<file path="src/rtl/mt_pkg.sv">
package mt_pkg;

  typedef enum logic [2:0] {
    ST_IDLE,
    ST_FILL,
    ST_WBASE,
    ST_SWEEP,
    ST_RBASE,
    ST_RESTORE,
    ST_DONE
  } mt_state_e;

  // Map a compact index 0..N-2 onto the addresses other than base.
  function automatic int unsigned skip_base(int unsigned idx, int unsigned base);
    return (idx >= base) ? idx + 1 : idx;
  endfunction

  // Busy cycles of one complete run over n cells.
  function automatic int unsigned run_cycles(int unsigned n, logic gallop);
    return gallop ? (4 * n * n + 2 * n) : (2 * n * n + 6 * n);
  endfunction

endpackage

</file>
<file path="src/rtl/mt_seq.sv">
module mt_seq
  import mt_pkg::*;
#(
  parameter int ADDR_W = 4
) (
  input  logic              clk,
  input  logic              rst_n,
  input  logic              start,
  input  logic              mode,
  output logic              busy,
  output logic              done,
  output logic              start_acc,
  output logic              mode_q,
  output logic              op_we,
  output logic              op_rd,
  output logic              op_wdata,
  output logic              op_exp,
  output logic [ADDR_W-1:0] op_addr,
  output logic [ADDR_W-1:0] base
);

  localparam int N = 1 << ADDR_W;
  localparam logic [ADDR_W-1:0] LAST     = ADDR_W'(N - 1);
  localparam logic [ADDR_W-1:0] LAST_OTH = ADDR_W'(N - 2);

  mt_state_e         st_q, st_d;
  logic              bg_q, bg_d;
  logic              gal_q, gal_d;
  logic              ph_q, ph_d;
  logic [ADDR_W-1:0] base_q, base_d;
  logic [ADDR_W-1:0] idx_q, idx_d;
  logic [ADDR_W-1:0] other_addr;

  assign start_acc  = start && ((st_q == ST_IDLE) || (st_q == ST_DONE));
  assign busy       = (st_q != ST_IDLE) && (st_q != ST_DONE);
  assign done       = (st_q == ST_DONE);
  assign mode_q     = gal_q;
  assign base       = base_q;
  assign other_addr = ADDR_W'(skip_base(32'(idx_q), 32'(base_q)));

  always_comb begin
    st_d   = st_q;
    bg_d   = bg_q;
    gal_d  = gal_q;
    ph_d   = ph_q;
    base_d = base_q;
    idx_d  = idx_q;
    unique case (st_q)
      ST_IDLE, ST_DONE: begin
        if (start_acc) begin
          st_d   = ST_FILL;
          bg_d   = 1'b0;
          gal_d  = mode;
          ph_d   = 1'b0;
          base_d = '0;
          idx_d  = '0;
        end
      end
      ST_FILL: begin
        if (idx_q == LAST) begin
          st_d  = ST_WBASE;
          idx_d = '0;
        end else begin
          idx_d = idx_q + 1'b1;
        end
      end
      ST_WBASE: begin
        st_d  = ST_SWEEP;
        idx_d = '0;
        ph_d  = 1'b0;
      end
      ST_SWEEP: begin
        if (gal_q && !ph_q) begin
          ph_d = 1'b1;
        end else begin
          ph_d = 1'b0;
          if (idx_q == LAST_OTH) begin
            st_d = gal_q ? ST_RESTORE : ST_RBASE;
          end else begin
            idx_d = idx_q + 1'b1;
          end
        end
      end
      ST_RBASE: st_d = ST_RESTORE;
      ST_RESTORE: begin
        if (base_q == LAST) begin
          base_d = '0;
          idx_d  = '0;
          if (!bg_q) begin
            bg_d = 1'b1;
            st_d = ST_FILL;
          end else begin
            st_d = ST_DONE;
          end
        end else begin
          base_d = base_q + 1'b1;
          st_d   = ST_WBASE;
        end
      end
      default: st_d = ST_IDLE;
    endcase
  end

  always_comb begin
    op_we    = 1'b0;
    op_rd    = 1'b0;
    op_addr  = '0;
    op_wdata = bg_q;
    op_exp   = bg_q;
    unique case (st_q)
      ST_FILL: begin
        op_we   = 1'b1;
        op_addr = idx_q;
      end
      ST_WBASE: begin
        op_we    = 1'b1;
        op_addr  = base_q;
        op_wdata = ~bg_q;
      end
      ST_SWEEP: begin
        op_rd = 1'b1;
        if (gal_q && ph_q) begin
          op_addr = base_q;
          op_exp  = ~bg_q;
        end else begin
          op_addr = other_addr;
        end
      end
      ST_RBASE: begin
        op_rd   = 1'b1;
        op_addr = base_q;
        op_exp  = ~bg_q;
      end
      ST_RESTORE: begin
        op_we   = 1'b1;
        op_addr = base_q;
      end
      default: ;
    endcase
  end

  always_ff @(posedge clk or negedge rst_n) begin
    if (!rst_n) begin
      st_q   <= ST_IDLE;
      bg_q   <= 1'b0;
      gal_q  <= 1'b0;
      ph_q   <= 1'b0;
      base_q <= '0;
      idx_q  <= '0;
    end else begin
      st_q   <= st_d;
      bg_q   <= bg_d;
      gal_q  <= gal_d;
      ph_q   <= ph_d;
      base_q <= base_d;
      idx_q  <= idx_d;
    end
  end

endmodule

</file>
<file path="src/rtl/mt_cmp.sv">
module mt_cmp #(
  parameter int ADDR_W = 4
) (
  input  logic              clk,
  input  logic              rst_n,
  input  logic              clr,
  input  logic              chk_en,
  input  logic              chk_exp,
  input  logic [ADDR_W-1:0] chk_addr,
  input  logic [ADDR_W-1:0] chk_base,
  input  logic              rdata,
  output logic              miscompare,
  output logic              fail_any,
  output logic [ADDR_W-1:0] fail_addr,
  output logic [ADDR_W-1:0] fail_base,
  output logic              fail_exp
);

  logic              pend_v;
  logic              pend_exp;
  logic [ADDR_W-1:0] pend_addr;
  logic [ADDR_W-1:0] pend_base;

  assign miscompare = pend_v && (rdata != pend_exp);

  always_ff @(posedge clk or negedge rst_n) begin
    if (!rst_n) begin
      pend_v    <= 1'b0;
      pend_exp  <= 1'b0;
      pend_addr <= '0;
      pend_base <= '0;
      fail_any  <= 1'b0;
      fail_addr <= '0;
      fail_base <= '0;
      fail_exp  <= 1'b0;
    end else begin
      pend_v    <= chk_en;
      pend_exp  <= chk_exp;
      pend_addr <= chk_addr;
      pend_base <= chk_base;
      if (clr) begin
        fail_any  <= 1'b0;
        fail_addr <= '0;
        fail_base <= '0;
        fail_exp  <= 1'b0;
      end else if (miscompare && !fail_any) begin
        fail_any  <= 1'b1;
        fail_addr <= pend_addr;
        fail_base <= pend_base;
        fail_exp  <= pend_exp;
      end
    end
  end

endmodule

</file>
<file path="src/rtl/mt_tester.sv">
module mt_tester #(
  parameter int ADDR_W = 4
) (
  input  logic              clk,
  input  logic              rst_n,
  input  logic              start,
  input  logic              mode,
  output logic              busy,
  output logic              done,
  output logic [ADDR_W-1:0] mem_addr,
  output logic              mem_we,
  output logic              mem_wdata,
  input  logic              mem_rdata,
  output logic [ADDR_W-1:0] cur_base,
  output logic              fail_any,
  output logic [ADDR_W-1:0] fail_addr,
  output logic [ADDR_W-1:0] fail_base,
  output logic              fail_exp
);

  logic start_acc;
  logic mode_q;
  logic rd_issue;
  logic rd_exp;
  logic miscompare;

  mt_seq #(.ADDR_W(ADDR_W)) u_seq (
    .clk       (clk),
    .rst_n     (rst_n),
    .start     (start),
    .mode      (mode),
    .busy      (busy),
    .done      (done),
    .start_acc (start_acc),
    .mode_q    (mode_q),
    .op_we     (mem_we),
    .op_rd     (rd_issue),
    .op_wdata  (mem_wdata),
    .op_exp    (rd_exp),
    .op_addr   (mem_addr),
    .base      (cur_base)
  );

  mt_cmp #(.ADDR_W(ADDR_W)) u_cmp (
    .clk        (clk),
    .rst_n      (rst_n),
    .clr        (start_acc),
    .chk_en     (rd_issue),
    .chk_exp    (rd_exp),
    .chk_addr   (mem_addr),
    .chk_base   (cur_base),
    .rdata      (mem_rdata),
    .miscompare (miscompare),
    .fail_any   (fail_any),
    .fail_addr  (fail_addr),
    .fail_base  (fail_base),
    .fail_exp   (fail_exp)
  );

endmodule

</file>
<file path="config.mk">
export PLATFORM = sky130hd
export DESIGN_NAME = mt_tester
export DESIGN_NICKNAME = d
export VERILOG_FILES = /design/src/rtl/mt_pkg.sv /design/src/rtl/mt_seq.sv /design/src/rtl/mt_cmp.sv /design/src/rtl/mt_tester.sv
export SDC_FILE = /design/constraint.sdc
export NUM_CORES = 1
export LEC_CHECK = 0
export BUFFER_PORTS_ARGS = -buffer_cell sky130_fd_sc_hd__buf_2
export CAP_MARGIN = 10
export CORE_ASPECT_RATIO = 0.6
export CORE_MARGIN = 5
export CORE_UTILIZATION = 60
export DETAILED_ROUTE_END_ITERATION = 7
export PLACE_DENSITY = 0.83
export SLEW_MARGIN = 15
export SYNTH_ARGS = -nofsm -noshare
export SYNTH_HDL_FRONTEND = slang
export SYNTH_SLANG_ARGS = --single-unit
export TNS_END_PERCENT = 10
</file>
<file path="constraint.sdc">
create_clock -name clk -period 4.02 [get_ports clk]
set_input_delay 0.603 -clock clk [delete_from_list [all_inputs] [get_ports clk]]
set_output_delay 0.603 -clock clk [all_outputs]
set_load 0.005 [all_outputs]
</file>
# == After elaboration in Yosys (flattened, before gate mapping) ==
# Index checks and enable logic that the tools add are counted.
# classes
add_sub_neg,3
magnitude_cmp,1
eq_ne,17
mux,37
n_bitwise,1
n_reduce_logical,25
# ops
cell,n
$mux W4,12
$pmux W4 S5,1
$mux W3,6
$pmux W3 S6,1
$add A4 B1 Y4 const B,3
$eq A4 B4 Y1 const B,3
$mux W1,12
$pmux W4 S3,1
$eq A3 B3 Y1 const B,3
$pmux W4 S2,1
$eq A3 B2 Y1 const B,2
$logic_and A1 B1 Y1,6
$ne A2 B1 Y1 const B,3
$ne A2 B2 Y1 const B,3
$reduce_and A2 Y1,3
$reduce_bool A3 Y1,2
$reduce_or A3 Y1,2
$reduce_and A5 Y1,1
$reduce_bool A5 Y1,1
$ge A4 B4 Y1,1
$pmux W1 S2,2
$reduce_and A4 Y1,1
$reduce_bool A2 Y1,2
$reduce_or A2 Y1,2
9 further kinds,10
# totals
register_bits,34
output_inout_bits,22

# == Longest topological paths before layout ==
# Gate-level depths: netlist of the first run.
# logic_depth
word_depth,5
ltp_mapped,7
depth_no_buf,7

# == Hierarchy ==
# A second synthesis of the first run with hierarchy kept.
# unflattened
hier_cells,181
hier_area_um2,1793.0
# by_module_without_submodules
module,n_inst,cells_per_inst,area_each_um2,seq_area_each_um2
mt_seq,1,143,1154.9,350.3
mt_cmp,1,38,638.1,500.5

# == Worst setup path after synthesis of the first run ==
# Ideal clock, no wire load.
# synth_path
path_type,register to output
start,register u_seq.idx_q[0]
end,output port mem_addr[3]
t_arrival_ns,1.706
required_ns,3.417
slack_ns,1.711
stages_incl_launch_ff,8
n_path_buf,0
path_cell_list,dfrtp_1 > inv_1 > ha_1 > nand2b_1 > a21oi_1 > o21a_1 > or4b_1 > nand4_1
# synth_between
elab_chain_len,4
elab_cells_between_ends,5
cone_classes,1 x add/sub; 1 x order compare; 3 x mux
# synth_lines
item,line,text
start: declaration,mt_seq.sv:31,"logic [ADDR_W-1:0] idx_q, idx_d;"
start signal: assignment,mt_seq.sv:156,idx_q <= idx_d;
$add A4 B1 Y4 or $ge A4 B4 Y1 (tied branches),mt_pkg.sv:15,return (idx >= base) ? idx + 1 : idx;
$mux W4 *,mt_pkg.sv:15,
$mux W4 *,mt_seq.sv:122,if (gal_q && ph_q) begin
$pmux W4 S3 *,mt_seq.sv:110,unique case (st_q)
end: declaration,mt_tester.sv:10,"output logic [ADDR_W-1:0] mem_addr,"
# Every way passes the cells marked *; elsewhere a longest branch is shown, timed or not.

# == Worst setup path in the final report of the first run ==
# layout_path
start,register u_seq.st_q[0]
end,output port mem_addr[3]
# layout_between
elab_chain_len,3
elab_cells_between_ends,7
cone_classes,5 x eq/ne; 1 x mux; 1 x reduce/logical
# layout_lines
item,line,text
start: declaration,mt_seq.sv:26,"mt_state_e st_q, st_d;"
start signal: assignment,mt_seq.sv:151,st_q <= st_d;
$eq A3 B2 Y1 or $eq A3 B3 Y1 (tied branches),mt_seq.sv:110,
$reduce_or A3 Y1 (no source line),--,
$pmux W4 S3 *,mt_seq.sv:110,
# Marks and branches as above.

==> metrics.csv, run 1 <==
metric,value,unit
1st-pass router iterations,4,
critical path class,reg -> out,
Synth Warn #,0,
WP data arrival,2.31,ns
"Seq/Total Area, Yosys",0.468,
Clock Sinks,34,
most instantiated cells after synthesis,"34 x dfrtp_1, 18 x nand2_1, 17 x nor2_1",
number of global-route vias before repair,1439,
Clock Pin Slew Worst Setup and Hold Paths,0.07,ns
Power Dens Cells,751,mW/mm²
Tcrit/Tclk final,0.724,
"Setup violations, final",0,
initial antenna violation count,0,
Yosys cell types,43,
DR vias,1495,
Multi-input gate area,907,µm²
critical path required time,3.42,ns
I/O pin count,27,
Hold Buf Count CTS,0,
sequential cell area,851,µm²
Yosys top cell area share,0.468,
Hold Crit Class,in -> async,
Total Routing Usage GR,0.211,
# DRC,0,
status,"complete, no violations",
Crit. End Element,output pin,
Fmax achieved,343,MHz
TritonCTS Buffers,5,
"Top FF cell, synth",dfrtp_1,
core area,0.00289,mm²
IO Port Bufs,26,
min Tclk post-route,2.91,ns
wire length of the first global-routing pass,6740,µm
Placed Instance Area,0.00196,mm²
leading area contributor after synthesis,dfrtp_1,
Die W,81.1,µm
Max VDD drop,0.000490,V
CP Max Fanout,23,
share of layout cells above drive strength 1,0.182,
"Avg Cell Area, Syn",9.83,µm²
Finished Cell Area,0.00203,mm²
Die H,52.6,µm
Max Transition Viols Final,0,
Starting Density,0.629,
CTS Buffer Depth,2,
"flops & latches, synth",34,
nets,221,
antenna-violating nets left,0,
Fin Clk Skew,0.00887,ns
actual slew at the worst max-slew pin,0.745,ns
Max Cap Viol,0,
Post-Route WL,3970,µm
setup TNS,0,ns
Avg WL per Cell,15.8,µm
area grow syn2layout,11.9,%
Leakage,1.05,nW
CTS tree,built,
Rows,15,
"count leader, synth",dfrtp_1,
number of synthesized flops with an enable pin,0,
vias per std cell,5.96,
Diodes inserted,0,
total die area,0.00427,mm²
"Setup Fix Bufs, Post-CTS",0,
synthesized cell area,0.00182,mm²
cells after synthesis,185,
largest net degree at the start of global routing,35,
Final HPWL DP,2940,µm
ys async rst share,1.00,
Reg2Reg Setup Slack,1.98,ns
H-tree Lvls,2,
crit path launch type,flip-flop,
syn_nets,197,
RSZ-0062 raised after global routing,false,
DRT iter0 DRCs,85,
Relative slew margins,0.502,
Util after Layout,0.704,
RePlAce Congestion,0.920,
Fillers,239,
clk_lat worst skew,0.29,ns
global route overflow,0,
Root Buffer,clkbuf_8,
final hold violations,0,
post_cts resized,0,
Area contributors post-synth,"dfrtp_1 47%, mux2i_1 5.0%, ha_1 4.8%",
## path summary, 6_finish.rpt
check	depth (start not counted)	startpoint	endpoint
setup / recovery	5	u_seq.st_q[0]	mem_addr[3]
hold / removal	1	rst_n	u_seq.st_q[1]
setup reg to reg	3	u_seq.st_q[2]	u_seq.mode_q
hold reg to reg	2	u_cmp.pend_base[1]	u_cmp.fail_base[1]
max in group asynchronous	1	rst_n	u_cmp.fail_addr[0]
min in group clk	2	u_cmp.pend_base[1]	u_cmp.fail_base[1]
## metrics by stage
step                      setup slack [ns]  std cells  power (mW)  hold slack [ns]
after floorplan                       1.71        185        1.08            0.307
after global placement                1.54        244        1.25            0.468
after detailed placement              1.44        244        1.29            0.485
after CTS                             1.13        251        1.53            0.399
after global routing                 0.929        251        1.65            0.442
final                                 1.11        251        1.53            0.371
## flip-flops by register name, indices dropped and copies added, names as in the netlist
register	flops
u_seq.mode_q	1
u_cmp.fail_addr	4
u_seq.ph_q	1
u_seq.idx_q	4
u_seq.bg_q	1
u_seq.st_q	3
u_cmp.fail_base	4
u_seq.base	4
u_cmp.pend_exp	1
u_cmp.pend_base	4
u_cmp.fail_exp	1
u_cmp.pend_addr	4
u_cmp.fail_any	1
u_cmp.pend_v	1
## critical path: stages, from the launching register on
cell and delay (ns):
dfrtp_1 0.72, nand3b_1 0.30, a21oi_2 0.27, or4b_1 0.46, nand4_1 0.13, buf_2 0.13
## final cells by class
cell class	instances	share of cell area
multi-input combinational	138	0.446
sequential	34	0.418
timing repair buffer	26	0.0640
clock buffer	5	0.0338
tap	42	0.0258
inverter	4	0.00738
clock inverter	2	0.00492
## layer usage
metal,up-vias,track usage,wire [µm]
met2,49,0.358,1940
li1,706,-,-
met1,735,0.268,1750
met5,-,0,0
met3,5,0.0481,245
met4,0,0.0702,42
## cells in the final DEF, fill, tap and decap left out, types with 2 or more instances in the layout
master      n
dfrtp_1    34
buf_2      26
nand2_1    18
nor2_1     17
a21oi_1    11
o21ai_0    10
mux2i_1     9
nand2b_1    7
nand3_1     7
ha_1        7
xor2_1      5
clkbuf_8    5
inv_1       4
a221o_1     4
a21o_1      3
nand3b_1    3
o211ai_1    3
nor2b_1     3
nor3b_1     2
or2_2       2
and3_1      2
and2_1      2
o2bb2ai_1   2
nor4bb_1    2
o21ai_1     2
clkinv_2    2
## power by group
part           internal [mW]  total [mW]  switching [mW]
combinational          0.302       0.674           0.372
sequential             0.456       0.618           0.161
clock                  0.116       0.236           0.120
total                  0.875        1.53           0.653
## cells by family (layout without fill, tap and decap cells)
group / count (synthesis) / in the layout / synth area share
buffers and inverters: 13 / 37 / 0.0330
AND/OR/NAND/NOR: 70 / 70 / 0.202
AO/OA/AOI/OAI: 45 / 45 / 0.165
adder cells (fa/ha/maj): 7 / 7 / 0.0482
XOR/XNOR: 6 / 6 / 0.0289
multiplexers: 10 / 10 / 0.0557
flip-flops: 34 / 34 / 0.468
Power figures use the tool's default switching activity.
==> inputs of run 2 (changes only) <==
--- a/config.mk
+++ b/config.mk
@@ -5,13 +5,14 @@
 export SDC_FILE = /design/constraint.sdc
 export NUM_CORES = 1
 export LEC_CHECK = 0
+export ABC_AREA = 1
 export BUFFER_PORTS_ARGS = -buffer_cell sky130_fd_sc_hd__buf_2
 export CAP_MARGIN = 10
 export CORE_ASPECT_RATIO = 0.6
 export CORE_MARGIN = 5
-export CORE_UTILIZATION = 60
+export CORE_UTILIZATION = 51
 export DETAILED_ROUTE_END_ITERATION = 7
-export PLACE_DENSITY = 0.83
+export PLACE_DENSITY = 0.75
 export SLEW_MARGIN = 15
 export SYNTH_ARGS = -nofsm -noshare
 export SYNTH_HDL_FRONTEND = slang
==> constraint.sdc (replaced) <==
create_clock -name clk -period 2.5 [get_ports clk]
set_input_delay 0.375 -clock clk [delete_from_list [all_inputs] [get_ports clk]]
set_output_delay 0.375 -clock clk [all_outputs]
set_load 0.005 [all_outputs]
==> run 2 against run 1 <==
  * Highest routed layer unchanged
  * First-iteration DRC count is 79% higher
  * Global-route usage down 4.1 points
  * Synthesized cell count increased by 29%
  * Largest cell class unchanged
  * Clock power increased by 80%
  * Combinational power grew 72%
==> metrics.csv, run 2 <==
metric,value,unit,change
ys async rst share,1.00,,unchanged
FF-to-FF path depth,9,,+6
net switching power,1.08,mW,+66%
Worst path slowest cell,dfrtp_1,,
synthesized cell area,0.00191,mm²,+5.2%
CTS Buffer Depth,2,,unchanged
largest net degree at the start of global routing,35,,unchanged
Util after Layout,0.602,,-0.102
"Setup violations, final",0,,unchanged
Critical Path Start,u_seq.base[3],,
"count leader, synth",nand2_1,,
placed cells,311,,+27%
Total Routing Usage GR,0.171,,-0.0407
Synth Warn #,0,,unchanged
Seq pwr share,0.343,,-0.061
# DRC,0,,unchanged
cells after synthesis,239,,+29%
Relative slew margins,0.496,,-0.00525
most frequent cells in the layout,"64 x nand2_1, 38 x nand3_1, 34 x dfrtp_1",,
setup TNS,0,ns,unchanged
Worst path depth,9,,+4
Die W,89.0,µm,+9.8%
H-tree Lvls,2,,unchanged
Post-Route WL,4160,µm,+4.7%
core area,0.00364,mm²,+26%
final hold violations,0,,unchanged
RSZ-0062 raised after global routing,false,,
CP Max Fanout,5,,-78%
Area contributors post-synth,"dfrtp_1 45%, nand2_1 13%, nand3_1 9.9%",,
Finished Cell Area,0.00219,mm²,+7.6%
Max VDD drop,0.000578,V,+18%
DR vias,1667,,+12%
initial antenna violation count,0,,unchanged
Fin Clk Skew,0.00820,ns,-0.000674 ns
Hold Buf Count CTS,0,,unchanged
Reg2Reg Setup Slack,0.86,ns,-1.12 ns
Yosys cell types,24,,-44%
worst reg2reg endpoint,u_seq.idx_q[2],,
Max Transition Viols Final,0,,unchanged
Avg WL per Cell,13.0,µm,-18%
worst r2r src,u_seq.base[0],,
share of layout cells above drive strength 1,0.224,,+0.0424
most instantiated cells after synthesis,"64 x nand2_1, 38 x nand3_1, 34 x dfrtp_1",,
"most common cell after layout, fill and taps aside",nand2_1,,
CTS tree,built,,
Yosys top cell area share,0.445,,-0.0230
Critical Path Sink,mem_addr[2],,
DRT iter0 DRCs,152,,+79%
CP Cell Sequence,inv_1 -> ha_1 -> a21oi_4 -> nand3_1 -> nand3_1 -> nand2_1 -> inv_1 -> nand2_1 -> buf_2,,
Die H,57.4,µm,+9.1%
Leakage,1.26,nW,+20%
Clock Pin Slew Worst Setup and Hold Paths,0.08,ns,about the same
Final HPWL DP,3170,µm,+8.1%
Max Cap Viol,0,,unchanged
Starting Density,0.526,,-0.103
Fillers,333,,+39%
nets,283,,+28%
vias per std cell,5.23,,-12%
IO Port Bufs,26,,unchanged
1st-pass router iterations,4,,unchanged
status,"complete, no violations",,
area grow syn2layout,14.5,%,
internal power,1.33,mW,+52%
RePlAce Congestion,0.901,,-2.1%
"Avg Cell Area, Syn",8.00,µm²,-19%
Net Sw Frac,0.450,,+0.0221
number of global-route vias before repair,1476,,+2.6%
Hold Crit Class,in -> async,,
total die area,0.00511,mm²,+20%
leading area contributor after synthesis,dfrtp_1,,
antenna-violating nets left,0,,unchanged
post-route insts no fill,319,,+27%
wire length of the first global-routing pass,6800,µm,+0.82%
"delay-heaviest family, CP",flip-flops,,
Clock Sinks,34,,unchanged
Root Buffer,clkbuf_8,,
Comb pwr share,0.481,,+0.040
Placed Instance Area,0.00208,mm²,+6.5%
min Tclk post-route,2.30,ns,
clk_lat worst skew,0.28,ns,about the same
number of synthesized flops with an enable pin,0,,unchanged
Diodes inserted,0,,unchanged
"Top FF cell, synth",dfrtp_1,,
syn_nets,251,,+27%
global route overflow,0,,unchanged
Multi-input gate area,922,µm²,+1.7%
Clk pwr share,0.176,,+0.022
sequential cell area,851,µm²,unchanged
Tcrit/Tclk final,0.921,,
actual slew at the worst max-slew pin,0.756,ns,+0.0106 ns
Rows,17,,+2
TritonCTS Buffers,5,,unchanged
Final Power,2.41,mW,+58%
critical path required time,2.12,ns,-1.30 ns
critical path class,reg -> out,,
Power Dens Cells,1100,mW/mm²,+47%
"Seq/Total Area, Yosys",0.445,,-0.0230
Fmax achieved,434,MHz,
"flops & latches, synth",34,,unchanged
worst path bufs/invs,3,,+2
I/O pin count,27,,unchanged
crit path launch type,flip-flop,,
WP data arrival,1.93,ns,-0.38 ns
Critical Path Max Stage Delay,0.41,ns,-0.31 ns
Crit. End Element,output pin,,
## run 2: changes by cell type after synthesis, moves of 4 or more
cell,before,now
nand2b_1,7,0
inv_2,0,6
nand2_4,0,5
clkbuf_1,5,0
nand2_1,18,64
inv_1,4,25
nand3_2,0,4
nand3_1,7,38
a221o_1,4,0
o21ai_0,10,6
mux2i_1,9,0
## run 2: what timing repair did
| item | 4_1_cts | 5_1_grt |
|---|---|---|
| gates resized for setup | 0 | 2 |
| buffers inserted | 0 | 0 |
| endpoints found under the setup margin | 0 | 4 |
## run 2: layout make-up
cell class / count / share of cell area
tap: 47 / 0.0269
clock buffer: 6 / 0.0377
inverter: 31 / 0.0532
multi-input combinational: 171 / 0.421
clock inverter: 2 / 0.00572
sequential: 34 / 0.389
timing repair buffer: 28 / 0.0663
## run 2: power groups by stage
stage                     clock network, mW  logic (mW)  registers [mW]
after detailed placement                  0        1.16           0.836
final                                 0.424        1.16           0.827
after floorplan                           0       0.856           0.814
after global routing                  0.452        1.32           0.847
after CTS                             0.431        1.16           0.825
after global placement                    0        1.14           0.835
## run 2: metal layers
metal | track usage | part of all wire | up-vias
met4 | 0.0318 | 0.0055 | 0
met3 | 0.0476 | 0.079 | 5
met5 | 0 | 0 | -
li1 | - | - | 833
met2 | 0.236 | 0.40 | 45
met1 | 0.265 | 0.52 | 784
## run 2: kinds of logic (layout without fill, tap and decap cells)
| group | count (synthesis) | after routing | share of synthesized area |
|---|---|---|---|
| fa+ha+maj | 7 | 7 | 0.0458 |
| buf+inv | 34 | 67 | 0.0785 |
| compound gates | 22 | 22 | 0.0635 |
| xor+xnor | 4 | 4 | 0.0183 |
| flops | 34 | 34 | 0.445 |
| simple gates | 138 | 138 | 0.349 |
## run 2: stage by stage
step	setup slack [ns]	hold WS, ns
6_report	0.198	0.156
2_1_floorplan	0.659	0.0794
3_5_place_dp	0.363	0.451
3_3_place_gp	0.448	0.439
4_1_cts	0.0469	0.178
5_1_grt	0.0299	0.226
## run 2: worst min-delay path by stage
stage	slack, ns	startpoint	to	depth (start not counted)
after floorplan	0.08	rst_n	u_cmp.fail_addr[0]	0
after global placement	0.44	u_seq.base[3]	u_cmp.pend_base[3]	0
after detailed placement	0.45	u_seq.base[3]	u_cmp.pend_base[3]	0
after CTS	0.18	rst_n	u_seq.st_q[2]	1
after global routing	0.23	rst_n	u_cmp.fail_exp	1
final	0.16	rst_n	u_seq.st_q[2]	1
==> inputs of run 3 (changes only) <==
--- a/config.mk
+++ b/config.mk
@@ -5,7 +5,6 @@
 export SDC_FILE = /design/constraint.sdc
 export NUM_CORES = 1
 export LEC_CHECK = 0
-export ABC_AREA = 1
 export BUFFER_PORTS_ARGS = -buffer_cell sky130_fd_sc_hd__buf_2
 export CAP_MARGIN = 10
 export CORE_ASPECT_RATIO = 0.6
==> run 3 against run 2 <==
  * Worst setup slack worse by 0.17 ns
  * Core utilization is 5.9 points higher
  * Combinational power is 24% higher
  * Register-to-register slack worse by 0.21 ns
  * Final area is 0.86% higher
  * Final cell count is 16% lower
  * Critical endpoint is now mem_addr[3]
  * Critical path depth is 3 lower
  * Global-route usage is 2.1 points higher
==> metrics.csv, run 3 (synthesized netlist as in run 1, its figures left out) <==
metric,value,unit,change
Final HPWL DP,3080,µm,-2.9%
status,"complete, no violations",,
Fmax achieved,404,MHz,-7.0%
H-tree Lvls,2,,unchanged
Leakage,1.13,nW,-10%
vias per std cell,5.72,,+9.5%
largest net degree at the start of global routing,35,,unchanged
share of layout cells above drive strength 1,0.272,,+0.0481
CTS tree,built,,
final hold violations,0,,unchanged
# DRC,0,,unchanged
wire length of the first global-routing pass,7130,µm,+4.9%
Fin Clk Skew,0.00433,ns,-0.00387 ns
RePlAce Congestion,0.926,,+2.8%
core area,0.00334,mm²,-8.1%
Hold Crit Class,in -> async,,
Tcrit/Tclk final,0.990,,+0.0696
Root Buffer,clkbuf_8,,
Util after Layout,0.660,,+0.0585
Max VDD drop,0.00103,V,+78%
DR vias,1539,,-7.7%
Hold Buf Count CTS,0,,unchanged
initial antenna violation count,0,,unchanged
Final Power,2.82,mW,+17%
Post-Route WL,4370,µm,+5.0%
number of global-route vias before repair,1460,,-1.1%
Reg2Reg Setup Slack,0.65,ns,-0.21 ns
antenna-violating nets left,0,,unchanged
FF-to-FF path depth,6,,-3
Total Routing Usage GR,0.191,,+0.0209
Die W,87.1,µm,-2.2%
Relative slew margins,0.499,,+0.00240
worst reg2reg endpoint,u_cmp.pend_addr[3],,
WP data arrival,2.10,ns,+0.17 ns
worst r2r src,u_seq.idx_q[1],,
Max Cap Viol,0,,unchanged
CTS Buffer Depth,2,,unchanged
IO Port Bufs,26,,unchanged
TritonCTS Buffers,5,,unchanged
global route overflow,0,,unchanged
Rows,16,,-1
actual slew at the worst max-slew pin,0.752,ns,-0.00361 ns
min Tclk post-route,2.48,ns,+0.174 ns
CP Max Fanout,6,,+1
nets,235,,-17%
critical path class,reg -> out,,
Avg WL per Cell,16.2,µm,+24%
Diodes inserted,0,,unchanged
Die H,56.2,µm,-2.1%
Starting Density,0.544,,+0.0182
1st-pass router iterations,4,,unchanged
Clock Sinks,34,,unchanged
Fillers,240,,-28%
post-route insts no fill,269,,-16%
"Setup violations, final",0,,unchanged
Crit. End Element,output pin,,
"most common cell after layout, fill and taps aside",dfrtp_1,,
total die area,0.00490,mm²,-4.2%
area grow syn2layout,21.4,%,
Power Dens Cells,1280,mW/mm²,+16%
most frequent cells in the layout,"31 x dfrtp_1, 26 x buf_2, 18 x nand2_1",,
critical path required time,2.12,ns,about the same
Clock Pin Slew Worst Setup and Hold Paths,0.07,ns,about the same
placed cells,257,,-17%
crit path launch type,flip-flop,,
I/O pin count,27,,unchanged
RSZ-0062 raised after global routing,true,,
Max Transition Viols Final,0,,unchanged
clk_lat worst skew,0.29,ns,about the same
DRT iter0 DRCs,126,,-17%
## run 3: cell count changes in the layout (fill, tap and decap cells not counted), moves of 4 or more
cell      before  now
o21ai_0        6   10
nand3_1       38    7
buf_4          2   14
nand2_4        5    0
inv_1         25    3
a221o_1        0    4
nand2b_1       0    6
inv_2          6    1
nand3_2        4    0
nand2_1       64   18
mux2i_1        0    9
## run 3: how the worst max path moves through the flow
stage,from,depth (start not counted),to
after floorplan,u_seq.idx_q[0],7,mem_addr[3]
after global placement,u_seq.idx_q[0],8,mem_addr[3]
after detailed placement,u_seq.idx_q[0],8,mem_addr[3]
after CTS,u_seq.idx_q[0],8,mem_addr[3]
after global routing,u_seq.idx_q[0],8,mem_addr[3]
final,u_seq.idx_q[1],6,mem_addr[3]
## run 3: what timing repair did
item	CTS	global route
setup endpoints to repair	4	4
buffers inserted	1	3
pin swaps	0	5
gates resized for setup	2	6
## run 3: critical path, cell delays in order (launching register included)
cell	delay (ns)
dfrtp_2	0.45
ha_1	0.32
a21oi_2	0.06
o21a_2	0.23
or4b_1	0.51
nand4_1	0.11
buf_2	0.13
## run 3: where the power goes
group          total (mW)  internal, mW  switching, mW
clock network       0.512         0.296          0.215
registers           0.864         0.738          0.126
logic                1.44         0.643          0.800
## run 3: cell type report
| type | count | area [µm²] | share of cell area |
|---|---|---|---|
| Clock buffer | 5 | 68.8 | 0.0312 |
| Clock inverter | 3 | 45.0 | 0.0204 |
| Inverter | 4 | 15.0 | 0.00680 |
| Multi-Input combinational cell | 138 | 932 | 0.422 |
| Sequential cell | 34 | 855 | 0.387 |
| Tap cell | 45 | 56.3 | 0.0255 |
| Timing Repair Buffer | 40 | 235 | 0.107 |
## run 3: stage by stage
stage          setup slack (ns)  cell area, µm²  setup TNS, ns  hold WS [ns]
6_report                 0.0238            2210              0         0.141
5_1_grt                 -0.0686            2210        -0.0686         0.214
4_1_cts                 0.00552            2160              0         0.162
3_5_place_dp              0.176            2030              0         0.487
3_3_place_gp              0.261            2030              0         0.467
2_1_floorplan             0.419            1820              0        0.0794
## run 3: per-layer routing
layer	wire (µm)	global-route usage	part of all wire
met5	0	0	0
met4	117	0.100	0.027
met3	293	0.0547	0.067
met2	1970	0.276	0.45
met1	1980	0.259	0.45
